## src/rtl/pws_pkg.sv

```systemverilog
package pws_pkg;

  typedef enum logic [3:0] {
    CC_ZSET  = 4'd0,
    CC_ZCLR  = 4'd1,
    CC_CSET  = 4'd2,
    CC_CCLR  = 4'd3,
    CC_NSET  = 4'd4,
    CC_NCLR  = 4'd5,
    CC_VSET  = 4'd6,
    CC_VCLR  = 4'd7,
    CC_UHI   = 4'd8,
    CC_ULS   = 4'd9,
    CC_SGE   = 4'd10,
    CC_SLT   = 4'd11,
    CC_SGT   = 4'd12,
    CC_SLE   = 4'd13,
    CC_ALW0  = 4'd14,
    CC_ALW1  = 4'd15
  } cond_e;

  typedef struct packed {
    logic n;
    logic z;
    logic c;
    logic v;
  } flags_t;

endpackage

```

## src/rtl/pws_cond_eval.sv

```systemverilog
module pws_cond_eval
  import pws_pkg::*;
(
  input  cond_e  cond,
  input  flags_t fl,
  output logic   holds
);

  logic sgn_eq;

  always_comb begin
    sgn_eq = (fl.n == fl.v);
    unique case (cond)
      CC_ZSET: holds = fl.z;
      CC_ZCLR: holds = ~fl.z;
      CC_CSET: holds = fl.c;
      CC_CCLR: holds = ~fl.c;
      CC_NSET: holds = fl.n;
      CC_NCLR: holds = ~fl.n;
      CC_VSET: holds = fl.v;
      CC_VCLR: holds = ~fl.v;
      CC_UHI:  holds = fl.c & ~fl.z;
      CC_ULS:  holds = ~fl.c | fl.z;
      CC_SGE:  holds = sgn_eq;
      CC_SLT:  holds = ~sgn_eq;
      CC_SGT:  holds = ~fl.z & sgn_eq;
      CC_SLE:  holds = fl.z | ~sgn_eq;
      default: holds = 1'b1;
    endcase
  end

endmodule

```

## src/rtl/pws_slot_ctrl.sv

```systemverilog
module pws_slot_ctrl
  import pws_pkg::*;
#(
  parameter int SLOT_W = 2
) (
  input  logic              clk,
  input  logic              rst_n,
  input  logic              open,
  input  logic              issue,
  input  cond_e             cond_in,
  input  logic [SLOT_W-1:0] len_m1,
  input  logic [SLOT_W-1:0] then_m1,
  output logic              active,
  output cond_e             cond_q,
  output logic              slot_else
);

  logic              active_q, active_d;
  logic [SLOT_W-1:0] idx_q, idx_d;
  logic [SLOT_W-1:0] last_q, last_d;
  logic [SLOT_W-1:0] thenl_q, thenl_d;
  cond_e             cond_d;
  logic              at_last;
  logic              load_en, step_en;

  assign at_last = (idx_q == last_q);
  assign load_en = open & ~active_q;
  assign step_en = issue & active_q;

  always_comb begin
    active_d = active_q;
    idx_d    = idx_q;
    last_d   = last_q;
    thenl_d  = thenl_q;
    cond_d   = cond_q;
    if (load_en) begin
      active_d = 1'b1;
      idx_d    = '0;
      last_d   = len_m1;
      thenl_d  = then_m1;
      cond_d   = cond_in;
    end else if (step_en) begin
      if (at_last) begin
        active_d = 1'b0;
        idx_d    = '0;
      end else begin
        idx_d    = idx_q + 1'b1;
      end
    end
  end

  always_ff @(posedge clk or negedge rst_n) begin
    if (!rst_n) begin
      active_q <= 1'b0;
      idx_q    <= '0;
      last_q   <= '0;
      thenl_q  <= '0;
      cond_q   <= CC_ALW0;
    end else if (load_en | step_en) begin
      active_q <= active_d;
      idx_q    <= idx_d;
      last_q   <= last_d;
      thenl_q  <= thenl_d;
      cond_q   <= cond_d;
    end
  end

  assign active    = active_q;
  assign slot_else = (idx_q > thenl_q);

  AST_OPEN_NEXT: assert property (@(posedge clk) disable iff (!rst_n)
    open && !active_q |=> active_q && idx_q == '0);
  AST_CLOSE_LAST: assert property (@(posedge clk) disable iff (!rst_n)
    active_q && issue && at_last |=> !active_q);
  AST_SLOT_STEP: assert property (@(posedge clk) disable iff (!rst_n)
    active_q && issue && !at_last |=> active_q && idx_q == SLOT_W'($past(idx_q) + 1'b1));
  AST_COND_KEPT: assert property (@(posedge clk) disable iff (!rst_n)
    active_q |=> $stable(cond_q) && $stable(last_q));

endmodule

```

## src/rtl/pred_window_seq.sv

```systemverilog
module pred_window_seq
  import pws_pkg::*;
#(
  parameter int SLOT_W = 2,
  parameter int COND_W = 4
) (
  input  logic              clk,
  input  logic              rst_n,
  input  logic              start,
  input  logic [COND_W-1:0] start_cond,
  input  logic [SLOT_W-1:0] start_len_m1,
  input  logic [SLOT_W-1:0] start_then_m1,
  input  logic              issue,
  input  logic              flag_n,
  input  logic              flag_z,
  input  logic              flag_c,
  input  logic              flag_v,
  output logic              win_active,
  output logic              exec_ok,
  output logic              start_err
);

  cond_e  cond_cur;
  flags_t fl;
  logic   cond_true;
  logic   slot_else;
  logic   refuse;
  logic   err_q, err_d;

  assign fl = '{n: flag_n, z: flag_z, c: flag_c, v: flag_v};

  pws_slot_ctrl #(.SLOT_W(SLOT_W)) u_slots (
    .clk       (clk),
    .rst_n     (rst_n),
    .open      (start),
    .issue     (issue),
    .cond_in   (cond_e'(start_cond[3:0])),
    .len_m1    (start_len_m1),
    .then_m1   (start_then_m1),
    .active    (win_active),
    .cond_q    (cond_cur),
    .slot_else (slot_else)
  );

  pws_cond_eval u_eval (
    .cond  (cond_cur),
    .fl    (fl),
    .holds (cond_true)
  );

  assign refuse = start & win_active;

  always_comb begin
    err_d = refuse;
  end

  always_ff @(posedge clk or negedge rst_n) begin
    if (!rst_n) err_q <= 1'b0;
    else        err_q <= err_d;
  end

  assign start_err = err_q;
  assign exec_ok   = win_active ? (cond_true ^ slot_else) : 1'b1;

  AST_REFUSE_FLAG: assert property (@(posedge clk) disable iff (!rst_n)
    start && win_active |=> start_err);
  AST_ERR_CAUSE: assert property (@(posedge clk) disable iff (!rst_n)
    start_err |-> $past(start && win_active));
  AST_IDLE_ISSUE_NOP: assert property (@(posedge clk) disable iff (!rst_n)
    !win_active && issue && !start |=> !win_active);

endmodule

```

## config.mk

```make
export PLATFORM = sky130hd
export DESIGN_NAME = pred_window_seq
export DESIGN_NICKNAME = d
export VERILOG_FILES = /design/src/rtl/pws_pkg.sv /design/src/rtl/pws_cond_eval.sv /design/src/rtl/pws_slot_ctrl.sv /design/src/rtl/pred_window_seq.sv
export SDC_FILE = /design/constraint.sdc
export NUM_CORES = 1
export LEC_CHECK = 0
export BUFFER_PORTS_ARGS = -buffer_cell sky130_fd_sc_hd__buf_2
export CELL_PAD_IN_SITES_DETAIL_PLACEMENT = 0
export CELL_PAD_IN_SITES_GLOBAL_PLACEMENT = 1
export CORE_MARGIN = 1
export CORE_UTILIZATION = 38
export DETAILED_ROUTE_END_ITERATION = 6
export PLACE_DENSITY = 0.87
export RECOVER_POWER = 100
export SLEW_MARGIN = 20
export SYNTH_ARGS = -nofsm -noshare
export SYNTH_HDL_FRONTEND = slang
export SYNTH_SLANG_ARGS = --single-unit
export TNS_END_PERCENT = 10
```

## constraint.sdc

```tcl
create_clock -name clk -period 2.3 [get_ports clk]
set_input_delay 0.46 -clock clk [delete_from_list [all_inputs] [get_ports clk]]
set_output_delay 0.46 -clock clk [all_outputs]
set_load 0.01 [all_outputs]
```

==> flow_results.org, run 1 <==
** Clocking
- The clock reaches the later pin of the worst-skew pair after 0.27 ns.
- TritonCTS built the clock tree.
- The tree built by TritonCTS fans out to 12 sinks.
- H-Tree Level Count :: 1
- CTS buffer count :: 3
- The number of hold buffers added after CTS was 0.
- In this run the clock root is driven by a sky130_fd_sc_hd__clkbuf_4.
- The clock passes through at most 2 buffers.
- Clock transition at the registers of the reported paths :: 0.07 ns

** STA
- In the finished design, the share of the clock period the worst path needs comes to 1.05.
- In this run the tightest slew margin relative to its limit is 0.582.
- Fmax :: just over 400 MHz
- Setup violations remaining at the end of the flow were counted as 1.
- For the pin with the worst max-slew slack, the measured transition is 0.626 ns.
- Hold_ws :: roughly 0.18 ns
- Across the routed clock network, the largest skew measured is 0.00680 ns.
- RSZ-0062 raised after global routing :: true
- Count of final hold-check violations :: 0
- Final worst setup slack :: -0.121 ns
- The smallest clock period supported by the final layout is computed as 2.42 ns.
- The final max-slew violation count was 0.
- Fin Setup TNS :: -0.121 ns

** Synth
- Biggest area contributors in the synthesized netlist :: sky130_fd_sc_hd__dfrtp_1 (30%), sky130_fd_sc_hd__dfstp_2 (11%), sky130_fd_sc_hd__mux2_2 (11%)
- The share of the Yosys chip area taken by registers is 0.410.
- Yosys warns :: 0
- In this run, distinct cell masters in the synthesized netlist total 31.
- Post-synthesis register bit count :: 12
- Of the post-synthesis cell area, the dominant cell type holds 0.304.
- Largest area contributor in the netlist :: sky130_fd_sc_hd__dfrtp_1
- Cell count after synthesis :: 73
- Post-synthesis average cell area :: 10.2 µm²
- Total standard cell area after synthesis :: roughly 740 µm²
- Synthesis produced a netlist with a net count of 91.

** Worst setup path
- WP data arrival :: roughly 2.0 ns
- STA classifies the critical path endpoint as a primary output.
- At the worst endpoint, the required time is 1.84 ns.
- Crit path buf inv count :: 1
- Element type at the critical path start :: flip-flop
- Crit-path cells :: or2b_1 -> nor3b_2 -> o31ai_1 -> o2111ai_1 -> mux2_1 -> buf_6
- On the worst path, the slowest cell contributes a delay of 0.57 ns.
- The worst setup path is of the reg2out kind.
- The critical path crosses 6 cells after its start point.
- The slowest stage of the critical path belongs to the cell sky130_fd_sc_hd__dfstp_2.
- The kind of cell with the highest combined delay along the critical path is flip-flops.
- Counting cells, the worst reg-to-reg path comes to 3.
- Worst Path Max Fanout :: 6

** Pwr
- For this design the ratio of total power to cell area is 1330 mW/mm².
- Worst ir drop on vdd :: 0.725 mV
- Leakage power of the design :: between 0.4 and 0.5 nW

** Floorplan
- The die covers 0.00213 mm².
- The initialized floorplan defines 15 standard-cell rows.
- Initial core utilization :: 0.416
- The die is between 40 and 50 µm tall.
- In this run the standard cell core region covers around 0.0018 mm².
- Die boundary width :: 46.2 µm
- Number of primary I/O pins :: 19

** Route
- Via count normalized by instance count :: 5.05
- Once detail routing completed, the nets flagged for antenna violations numbered 0.
- After detailed routing, the number of remaining DRC violations is 0.
- The final layout contains routed wiring with a total length of 1.38 mm.
- Routed length per placed instance :: 11.4 µm
- Via count :: approximately 600
- First-pass DRT Iterations :: 4
- DR iter-0 viols :: 13

** Placement
- Once detailed placement completed, the half-perimeter wirelength came to 1.04 mm.
- At the end of routability-driven placement, the weighted congestion stood at between 0.8 and 0.9.
- Once placement finished, the instance area stood at 852 µm².
- At the placement stage, the worst setup path has a slack of 0.114 ns.
- In this run the tool buffered the top-level ports with 18 buffer cells.
- Placed insts :: between 100 and 150

** Cells and area
- After the last flow step, the layout net total stands at 115.
- The layout has 178 filler cells.
- Inserted Diodes :: 0
- Final standard cell area without fillers :: slightly above 900 µm²
- Of the cells placed in the final design, the portion with a size suffix greater than 1 is 0.375.
- Layout overhead on the synthesized area :: 23.9%
- Leaving out filler cells and counting taps, the final layout contains 121.
- Leaving out fill and tap cells, the most frequent cell in the layout is sky130_fd_sc_hd__buf_2.
- In the layout the commonest cells are sky130_fd_sc_hd__buf_2 (15), sky130_fd_sc_hd__dfrtp_1 (9), sky130_fd_sc_hd__mux2_2 (7), sky130_fd_sc_hd__a21oi_1 (5).

** Flow run
- Max cap viols :: 0

** Global routing
- Vias in the first global route :: 530
- Final global-route overflow total :: 0
- Pin count of the biggest net entering global routing :: 13
- Total Routing Usage GR :: 0.148
- The first global-routing pass estimated 2.18 mm of wire.
- Number of antenna violations at the first check in global routing :: 0

** Run status
- The final reports fail on setup timing.
- Status :: finished, violations left

** Hold path
- The path class of the tightest hold or removal check is in2async.
stage by stage:
step,util,power [mW]
2_1_floorplan,-,0.860
3_5_place_dp,0.478,0.979
6_report,0.516,1.23
4_1_cts,0.515,1.19
3_3_place_gp,0.478,0.965
5_1_grt,0.516,1.33
Yosys cell counts (all sizes together):
| cell | number |
|---|---|
| xnor2 | 4 |
| and2 | 2 |
| nand2 | 4 |
| o21ai | 4 |
| o22ai | 1 |
| nor2b | 1 |
| dfrtp | 9 |
| o2111ai | 1 |
| a22oi | 1 |
| a22o | 1 |
| mux2i | 1 |
| ha | 2 |
| nor3b | 1 |
| xor2 | 2 |
| buf | 2 |
| nor2 | 2 |
| o31ai | 1 |
| nor4 | 1 |
| a2111o | 1 |
| clkbuf | 1 |
| nand2b | 3 |
| nand3 | 2 |
| mux2 | 8 |
| nand3b | 2 |
| or2b | 3 |
| a21oi | 5 |
| inv | 4 |
| a41oi | 1 |
| dfstp | 3 |
kinds of logic after synthesis:
| group | count (synthesis) | share of synthesized area |
|---|---|---|
| and+or+nand+nor | 21 | 0.165 |
| AOI/OAI and AO/OA | 16 | 0.140 |
| DFF | 12 | 0.410 |
| muxes | 9 | 0.135 |
| buffers and inverters | 7 | 0.0455 |
| xor gates and xnor gates | 6 | 0.0708 |
| adders and majority gates | 2 | 0.0337 |
area by class of cell:
type | count | area, µm² | share of cell area
multi-input cells | 54 | 415 | 0.452
clock buffers | 4 | 36.3 | 0.0395
inverters | 4 | 15.0 | 0.0163
flip-flops and latches | 12 | 304 | 0.331
repair buffers | 22 | 118 | 0.128
well taps | 25 | 31.3 | 0.0340
where the power goes:
| part | switching [mW] | internal (mW) | total, mW |
|---|---|---|---|
| Sequential | 0.107 | 0.327 | 0.434 |
| Clock | 0.0652 | 0.0961 | 0.161 |
| Combinational | 0.275 | 0.356 | 0.630 |
flip-flops by register name (all words and copies together) (netlist names):
name / count
u_slots.cond_q: 4
u_slots.idx_q: 2
u_slots.last_q: 2
u_slots.thenl_q: 2
start_err: 1
u_slots.active: 1
repair_timing:
| action | in CTS | in global routing |
|---|---|---|
| gates resized for setup | 3 | 2 |
| pin swaps | 2 | 0 |
| buffers inserted | 3 | 0 |
| setup endpoints to repair | 1 | 1 |
layer usage:
layer / up-vias / part of all wire / global-route usage
li1: 303 / - / -
met1: 296 / 0.47 / 0.200
met2: 12 / 0.49 / 0.225
met3: 0 / 0.038 / 0.0588
met4: 0 / 0 / 0.0294
met5: - / 0 / 0
final timing paths:
| kind | to | slack [ns] | start |
|---|---|---|---|
| max in group asynchronous | u_slots.cond_q[0] | 1.72 | rst_n |
| worst min-delay path | u_slots.thenl_q[1] | 0.18 | rst_n |
| worst min register to register | u_slots.thenl_q[0] | 0.53 | u_slots.thenl_q[0] |
| min in group clk | u_slots.thenl_q[1] | 0.42 | start_then_m1[1] |
| worst max register to register | u_slots.cond_q[0] | 0.79 | u_slots.active |
| worst max-delay path | exec_ok | -0.12 | u_slots.cond_q[2] |
Power figures use the tool's default switching activity.
==> inputs of run 2 (changes only) <==
Settings changed: GPL_ROUTABILITY_DRIVEN from default to 0, PLACE_DENSITY 0.87 to 0.77.
==> run 2 against run 1 <==
The run still ends with setup timing left; register-to-register slack about the same; sequential cell count unchanged; total power decreased by 4.8%; non-clock buffer count decreased by 1; utilization decreased by 1.1 points; clock power increased by 6%; maximum frequency increased by 0.99%; combinational power decreased by 10%; sequential share of layout area increased by 0.74 points; largest cell class unchanged.
==> flow_results.org, run 2 (same netlist as run 1, synthesis figures left out) <==
** Global routing
- Vias in the first global route :: 515 (-2.8%)
- Global-route wire length before repair :: 2.30 mm (+5.4%)
- Total Routing Usage GR :: 0.155 (+0.00712)
- Final global-route overflow total :: 0 (unchanged)
- Number of antenna violations at the first check in global routing :: 0 (unchanged)
- The largest net degree at the start of global routing came to 13 (unchanged).

** Cells and area
- Final-layout fill cell count :: 179 (+0.56%)
- The cell area after layout is 900 µm² (-2.2%).
- Filler-free cell count of the finished design :: 120 (-0.83%)
- Inserted Diodes :: 0 (unchanged)
- In the layout the commonest cells are sky130_fd_sc_hd__buf_2 (16), sky130_fd_sc_hd__dfrtp_1 (9), sky130_fd_sc_hd__mux2_2 (7), sky130_fd_sc_hd__a21oi_1 (5).
- Compared with the post-synthesis result, the final layout area differs by 21.2%.
- Most common cell after layout, fill and taps aside :: sky130_fd_sc_hd__buf_2
- Number of flip-flops in the largest register :: 4 (unchanged)
- Final Net Count :: 114 (-0.87%)
- Share of final-layout standard cells stronger than drive strength 1 :: 0.358 (-0.0171)
- The register with the most flip-flops in the final layout is u_slots.cond_q.

** Flow run
- Max cap viols :: 0 (unchanged)

** Route
- The sum of met2 wire segment lengths after detailed routing came to 605 µm (-9.6%).
- Via count :: 584 (-4.4%)
- Number of remaining DRC errors :: 0 (unchanged)
- M1 WL :: 708 µm (+8.4%)
- Signal routing reaches up to met4.
- The average detailed-routed wire length per instance came to 11.6 µm (+1.9%).
- Via count normalized by instance count :: 4.87 (-3.6%)
- The total wire length after detailed routing was 1.39 mm (+1.0%).
- Routed wire length on met3 :: 69 µm (+33%)
- First-pass DRT Iterations :: 4 (unchanged)
- Antenna viol nets, final :: 0 (unchanged)
- The number of DRC markers after the initial detailed-route iteration is 12 (-1).

** Pwr
- The sequential share of power came to 0.371 (+0.017).
- The switching share of power was 0.373 (+0.00773).
- The total power divided by cell area is 1300 mW/mm² (-2.7%).
- Power after layout :: 1.17 mW (-4.8%)
- Leakage power of the design :: 0.394 nW (-1.9%)
- The fraction of power consumed by the clock network came to 0.145 (+0.013).
- The combinational share of power is 0.483 (-0.031).
- Internal power :: 0.732 mW (-6.0%)
- The peak ir drop on the vdd network is 0.624 mV (-14%).
- P_sw :: 0.435 mW (-2.8%)

** Placement
- Area after detailed placement :: 852 µm² (unchanged)
- The worst-case setup slack after placement is 0.124 ns (+0.0102 ns).
- Placed insts :: 114 (unchanged)
- The number of buffers added on ports was 18 (unchanged).

** Worst setup path
- The register-to-register setup slack is 0.80 ns (about the same).
- The highest net fanout along the worst path was 7 (+1).
- The required arrival time at the worst endpoint was 1.84 ns (about the same).
- Setup CP Type :: reg2out
- The critical path starts at u_slots.cond_q[2].
- The worst setup path is captured at a primary output.
- Critical path's largest stage delay :: 0.57 ns (about the same)
- For this design, the slowest cell found on the critical path is sky130_fd_sc_hd__dfstp_2.
- STA classifies the critical path startpoint as a flip-flop.
- The critical path goes through or2b_1 -> nor3b_2 -> o31ai_1 -> o2111ai_1 -> mux2_1 -> buf_2.
- In this run the critical register-to-register path is captured at u_slots.last_q[1].
- Cells on worst reg2reg path :: 3 (unchanged)
- Termination of the worst setup path :: exec_ok
- The startpoint identified for the worst register-to-register timing path is u_slots.active.
- The arrival time of the worst setup path is 1.94 ns (-0.02 ns).

** STA
- Clock period minus worst slack :: 2.40 ns (-0.0238 ns)
- Remaining max-slew budget at the tightest pin :: 0.597 (+0.0141)
- Final worst setup slack :: -0.0969 ns (+0.0238 ns)
- Number of failing setup endpoints in the final timing report :: 1 (unchanged)
- Setup repair after global routing could not meet its margin everywhere.
- Worst-margin pin slew :: 0.605 ns (-0.0212 ns)
- The final max-slew violation count came to 0 (unchanged).
- Worst clock skew on the final layout :: 0.00415 ns (-0.00265 ns)
- The post-route fraction of the period consumed by the critical path was 1.04 (-0.0103).
- The worst hold-check slack came to 0.156 ns (-0.0205 ns).
- The number of hold violations in the final report is 0 (unchanged).
- Fmax :: 417 MHz (+0.99%)

** Floorplan
- The area inside the core boundary is 0.00178 mm² (unchanged).
- Die boundary width :: 46.2 µm (unchanged)
- Number of primary I/O pins :: 19 (unchanged)
- Height of the chip :: 46.2 µm (unchanged)
- The number of cell rows is 15 (unchanged).
- The floorplan die area was 0.00213 mm² (unchanged).
- The initial core utilization came to 0.416 (unchanged).

** Clocking
- The root buffer cell chosen for the clock tree is sky130_fd_sc_hd__clkbuf_4.
- The number of buffers between clock root and the deepest sink came to 2 (unchanged).
- CTS tree :: yes
- The CTS clock-pin slew for the worst setup and hold paths came to 0.08 ns (about the same).
- CTS buffer count :: 3 (unchanged)
- H-Tree Level Count :: 1 (unchanged)
- Clock latency at the later pin of the worst-skew pair :: 0.28 ns (about the same)
- The TritonCTS sink count was 12 (unchanged).

** Run status
- The run finished, with violations left.
- Violations in the final reports :: setup timing

** Hold path
- The worst hold path belongs to the class in2async.
[run 2: timing repair]
item                                    CTS  global route
endpoints found under the setup margin    1             1
resized for setup                         1             1
hold buffers                              0             0
setup buffers                             2             0
pin swaps                                 2             0
[run 2: worst min path at each step]
stage	to	from
2_1_floorplan	start_err	rst_n
3_3_place_gp	u_slots.active	rst_n
3_5_place_dp	u_slots.active	rst_n
4_1_cts	u_slots.active	rst_n
5_1_grt	u_slots.idx_q[0]	rst_n
6_report	u_slots.idx_q[0]	rst_n
[run 2: critical path: cells and delay by family, from the launching register on]
family	cells	cell delay (ns)
mux	1	0.34
flops	1	0.57
buf+inv	1	0.14
compound gates	2	0.19
simple gates	2	0.43
[run 2: area by class of cell]
| type | instances | area, µm² | share of cell area |
|---|---|---|---|
| inverters | 4 | 15.0 | 0.0167 |
| well taps | 25 | 31.3 | 0.0348 |
| repair buffers | 21 | 104 | 0.115 |
| multi-input cells | 54 | 409 | 0.455 |
| flip-flops and latches | 12 | 304 | 0.338 |
| clock buffers | 4 | 36.3 | 0.0403 |
[run 2: metal layers]
| metal | track usage | vias up |
|---|---|---|
| met1 | 0.225 | 265 |
| li1 | - | 301 |
| met3 | 0.0392 | 2 |
| met5 | 0 | - |
| met4 | 0.0706 | 0 |
| met2 | 0.214 | 16 |
[run 2: power groups by stage]
stage	Clock, mW	Combinational [mW]	Sequential [mW]
floorplan	0	0.455	0.404
global placement	0	0.520	0.449
detailed placement	0	0.530	0.454
CTS	0.173	0.573	0.434
global route	0.179	0.632	0.452
finish	0.170	0.564	0.433
[run 2: through the flow]
stage	TNS, ns	utilization
final	-0.0969	0.505
after global routing	-0.199	0.505
after CTS	-0.110	0.507
after detailed placement	0	0.478
after global placement	0	0.478
after floorplan	0	-
==> inputs of run 3 (changes only) <==
Settings changed: RECOVER_POWER 100 to 25.
==> run 3 against run 2 <==
The flow still finishes with violations (setup timing); worst setup slack hardly changed; maximum frequency hardly changed; final cell count stayed put; via count is 1.0% lower; largest power group unchanged; hold slack better by 0.0050 ns; highest routed layer unchanged; first-iteration DRC count is 8.3% higher; critical path type unchanged; total power is 0.30% higher; critical path depth stayed put; clock power hardly changed; clock skew is 0.00074 ns lower; sequential power hardly changed; sequential share of layout area is 0.19 points lower.
==> flow_results.org, run 3 (same netlist as run 1, synthesis figures left out) <==
** STA
- The worst hold-check slack came to 0.161 ns (+0.00499 ns).
- Final worst setup slack :: -0.0969 ns (-0.0000247 ns)
- The clock tree skew after final layout is 0.00341 ns (-0.000738 ns).
- Share of the clock period used by the worst path after layout :: 1.04 (about the same)
- RSZ-0062 raised after global routing :: true
- Fin Setup TNS :: -0.0969 ns (-0.0000247 ns)
- Number of failing setup endpoints in the final timing report :: 1 (unchanged)
- Remaining max-slew budget at the tightest pin :: 0.590 (-0.00638)
- The minimum period implied by the final worst setup slack came to 2.40 ns (+0.0000247 ns).
- Worst-margin pin slew :: 0.615 ns (+0.00957 ns)
- Max-slew violation count :: 0 (unchanged)
- The number of hold violations in the final report came to 0 (unchanged).
- The highest achievable clock rate was 417 MHz (about the same).

** Pwr
- The total power divided by cell area was 1290 mW/mm² (-0.26%).
- The leakage power summed over all cells is 0.401 nW (+1.8%).
- The peak ir drop on the vdd network is 0.624 mV (about the same).
- Power after layout :: 1.17 mW (+0.30%)

** Cells and area
- The top cell types in the final layout, fill and taps aside, are sky130_fd_sc_hd__buf_2 (17), sky130_fd_sc_hd__dfrtp_1 (9), sky130_fd_sc_hd__mux2_2 (7), sky130_fd_sc_hd__a21oi_1 (5).
- Compared with the post-synthesis result, the final layout area differs by 21.9%.
- Final Net Count :: 114 (unchanged)
- Register with the most flip-flops :: u_slots.cond_q
- Most common cell after layout, fill and taps aside :: sky130_fd_sc_hd__buf_2
- The count of antenna diodes in the layout was 0 (unchanged).
- The utilization after layout came to 0.507 (+0.00281).
- Share of final-layout standard cells stronger than drive strength 1 :: 0.379 (+0.0211)
- The filler cell count in the final layout is 176 (-1.7%).
- Number of flip-flops in the largest register :: 4 (unchanged)

** Worst setup path
- Termination of the worst setup path :: exec_ok
- Critical path origin :: u_slots.cond_q[2]
- Type of destination of the critical path :: primary output
- Reg-to-reg critical path startpoint :: u_slots.idx_q[1]
- Cells on worst reg2reg path :: 5 (+2)
- The worst setup path is launched from a flip-flop.
- Worst Path Max Fanout :: 7 (unchanged)
- Setup CP Type :: reg2out
- The arrival time of the worst setup path is 1.94 ns (about the same).
- The register-to-register setup slack was 0.90 ns (+0.10 ns).
- Crit Reg-Reg Endpoint :: u_slots.idx_q[1]
- The required arrival time at the worst endpoint was 1.84 ns (about the same).

** Floorplan
- The number of cell rows was 15 (unchanged).
- Number of primary I/O pins :: 19 (unchanged)
- The initial core utilization was 0.416 (unchanged).
- The chip height came to 46.2 µm (unchanged).
- Core Area :: 0.00178 mm² (unchanged)
- The die width was 46.2 µm (unchanged).
- The floorplan die area was 0.00213 mm² (unchanged).

** Route
- The number of DRC markers after the initial detailed-route iteration is 13 (+1).
- First-pass DRT Iterations :: 4 (unchanged)
- The post-route DRC violation count was 0 (unchanged).
- The total wire length after detailed routing came to 1.40 mm (+0.50%).
- The detail-routed via count per cell was 4.82 (-1.0%).
- The total via count in the routed design is 578 (-1.0%).
- Antenna viol nets, final :: 0 (unchanged)
- Routed length per placed instance :: 11.6 µm (+0.50%)

** Run status
- Violations in the final reports :: setup timing
- Status :: finished, violations left

** Clocking
- Clock latency at the later pin of the worst-skew pair :: 0.28 ns (about the same)
- Total clock sinks :: 12 (unchanged)
- CTS root buffer :: sky130_fd_sc_hd__clkbuf_4
- H-Tree Level Count :: 1 (unchanged)
- TritonCTS built the clock tree.
- The number of buffers between clock root and the deepest sink came to 2 (unchanged).
- The CTS clock-pin slew for the worst setup and hold paths is 0.08 ns (about the same).
- The number of clock buffers inserted by TritonCTS was 3 (unchanged).

** Hold path
- Hold WC Path Type :: in2async

** Flow run
- The max-capacitance violation count came to 0 (unchanged).

** Global routing
- Met3 Resource Use GR :: 0.0392 (unchanged)
- Number of antenna violations at the first check in global routing :: 0 (unchanged)
- The global-route wire length before repair was 2.30 mm (unchanged).
- After global routing, the most crowded layer is met1.
- Final global-route overflow total :: 0 (unchanged)
- The via count of the first global-routing pass came to 515 (unchanged).
- The global routing met2 resource utilization was 0.214 (unchanged).
- The total routing usage reported by global routing came to 0.155 (unchanged).
- GR met1 Demand/Resource :: 0.225 (unchanged)
- The largest net degree at the start of global routing was 13 (unchanged).

** Placement
- Number of buffer cells added on primary ports :: 18 (unchanged)
run 3: timing repair:
item,4_1_cts,5_1_grt
setup buffers,2,0
gates resized for setup,1,1
setup endpoints to repair,1,1
pin swaps,2,0
endpoints found under the hold margin,0,0
hold buffers,0,0
run 3: worst max-delay path: stages (launching register included):
cell,delay [ns]
sky130_fd_sc_hd__dfstp_2,0.57
sky130_fd_sc_hd__or2b_1,0.27
sky130_fd_sc_hd__nor3b_2,0.16
sky130_fd_sc_hd__o31ai_1,0.09
sky130_fd_sc_hd__o2111ai_1,0.10
sky130_fd_sc_hd__mux2_1,0.34
sky130_fd_sc_hd__buf_2,0.14
run 3: metrics by stage:
| step | instances | worst slack [ns] | area (µm²) |
|---|---|---|---|
| floorplan | 73 | 0.294 | 742 |
| finish | 120 | -0.0969 | 905 |
| global route | 120 | -0.199 | 905 |
| global placement | 114 | 0.122 | 852 |
| detailed placement | 114 | 0.124 | 852 |
| CTS | 120 | -0.110 | 905 |
run 3: worst min-delay path by stage:
stage                     start          endpoint  slack (ns)  depth (start not counted)
final                     rst_n  u_slots.idx_q[0]        0.16                          1
after global routing      rst_n  u_slots.idx_q[0]        0.23                          1
after CTS                 rst_n    u_slots.active        0.04                          1
after detailed placement  rst_n    u_slots.active        0.35                          1
after global placement    rst_n    u_slots.active        0.35                          1
after floorplan           rst_n         start_err        0.16                          0
run 3: per-layer routing:
| metal | wire (µm) | share of wire | vias to the layer above |
|---|---|---|---|
| met5 | 0 | 0 | - |
| met4 | 6 | 0.0043 | 0 |
| met3 | 68 | 0.049 | 2 |
| met2 | 608 | 0.44 | 16 |
| met1 | 713 | 0.51 | 259 |
| li1 | - | - | 301 |
run 3: final cells by class:
| type | instances | area (µm²) | area share |
|---|---|---|---|
| clock buffers | 4 | 36.3 | 0.0401 |
| inverters | 4 | 15.0 | 0.0166 |
| multi-input cells | 54 | 409 | 0.452 |
| flip-flops and latches | 12 | 304 | 0.336 |
| well taps | 25 | 31.3 | 0.0346 |
| repair buffers | 21 | 109 | 0.120 |
run 3: where the power goes:
group	switching [mW]	internal [mW]	leakage, nW
Clock	0.0730	0.0963	0.0210
Combinational	0.255	0.313	0.241
Sequential	0.107	0.327	0.139
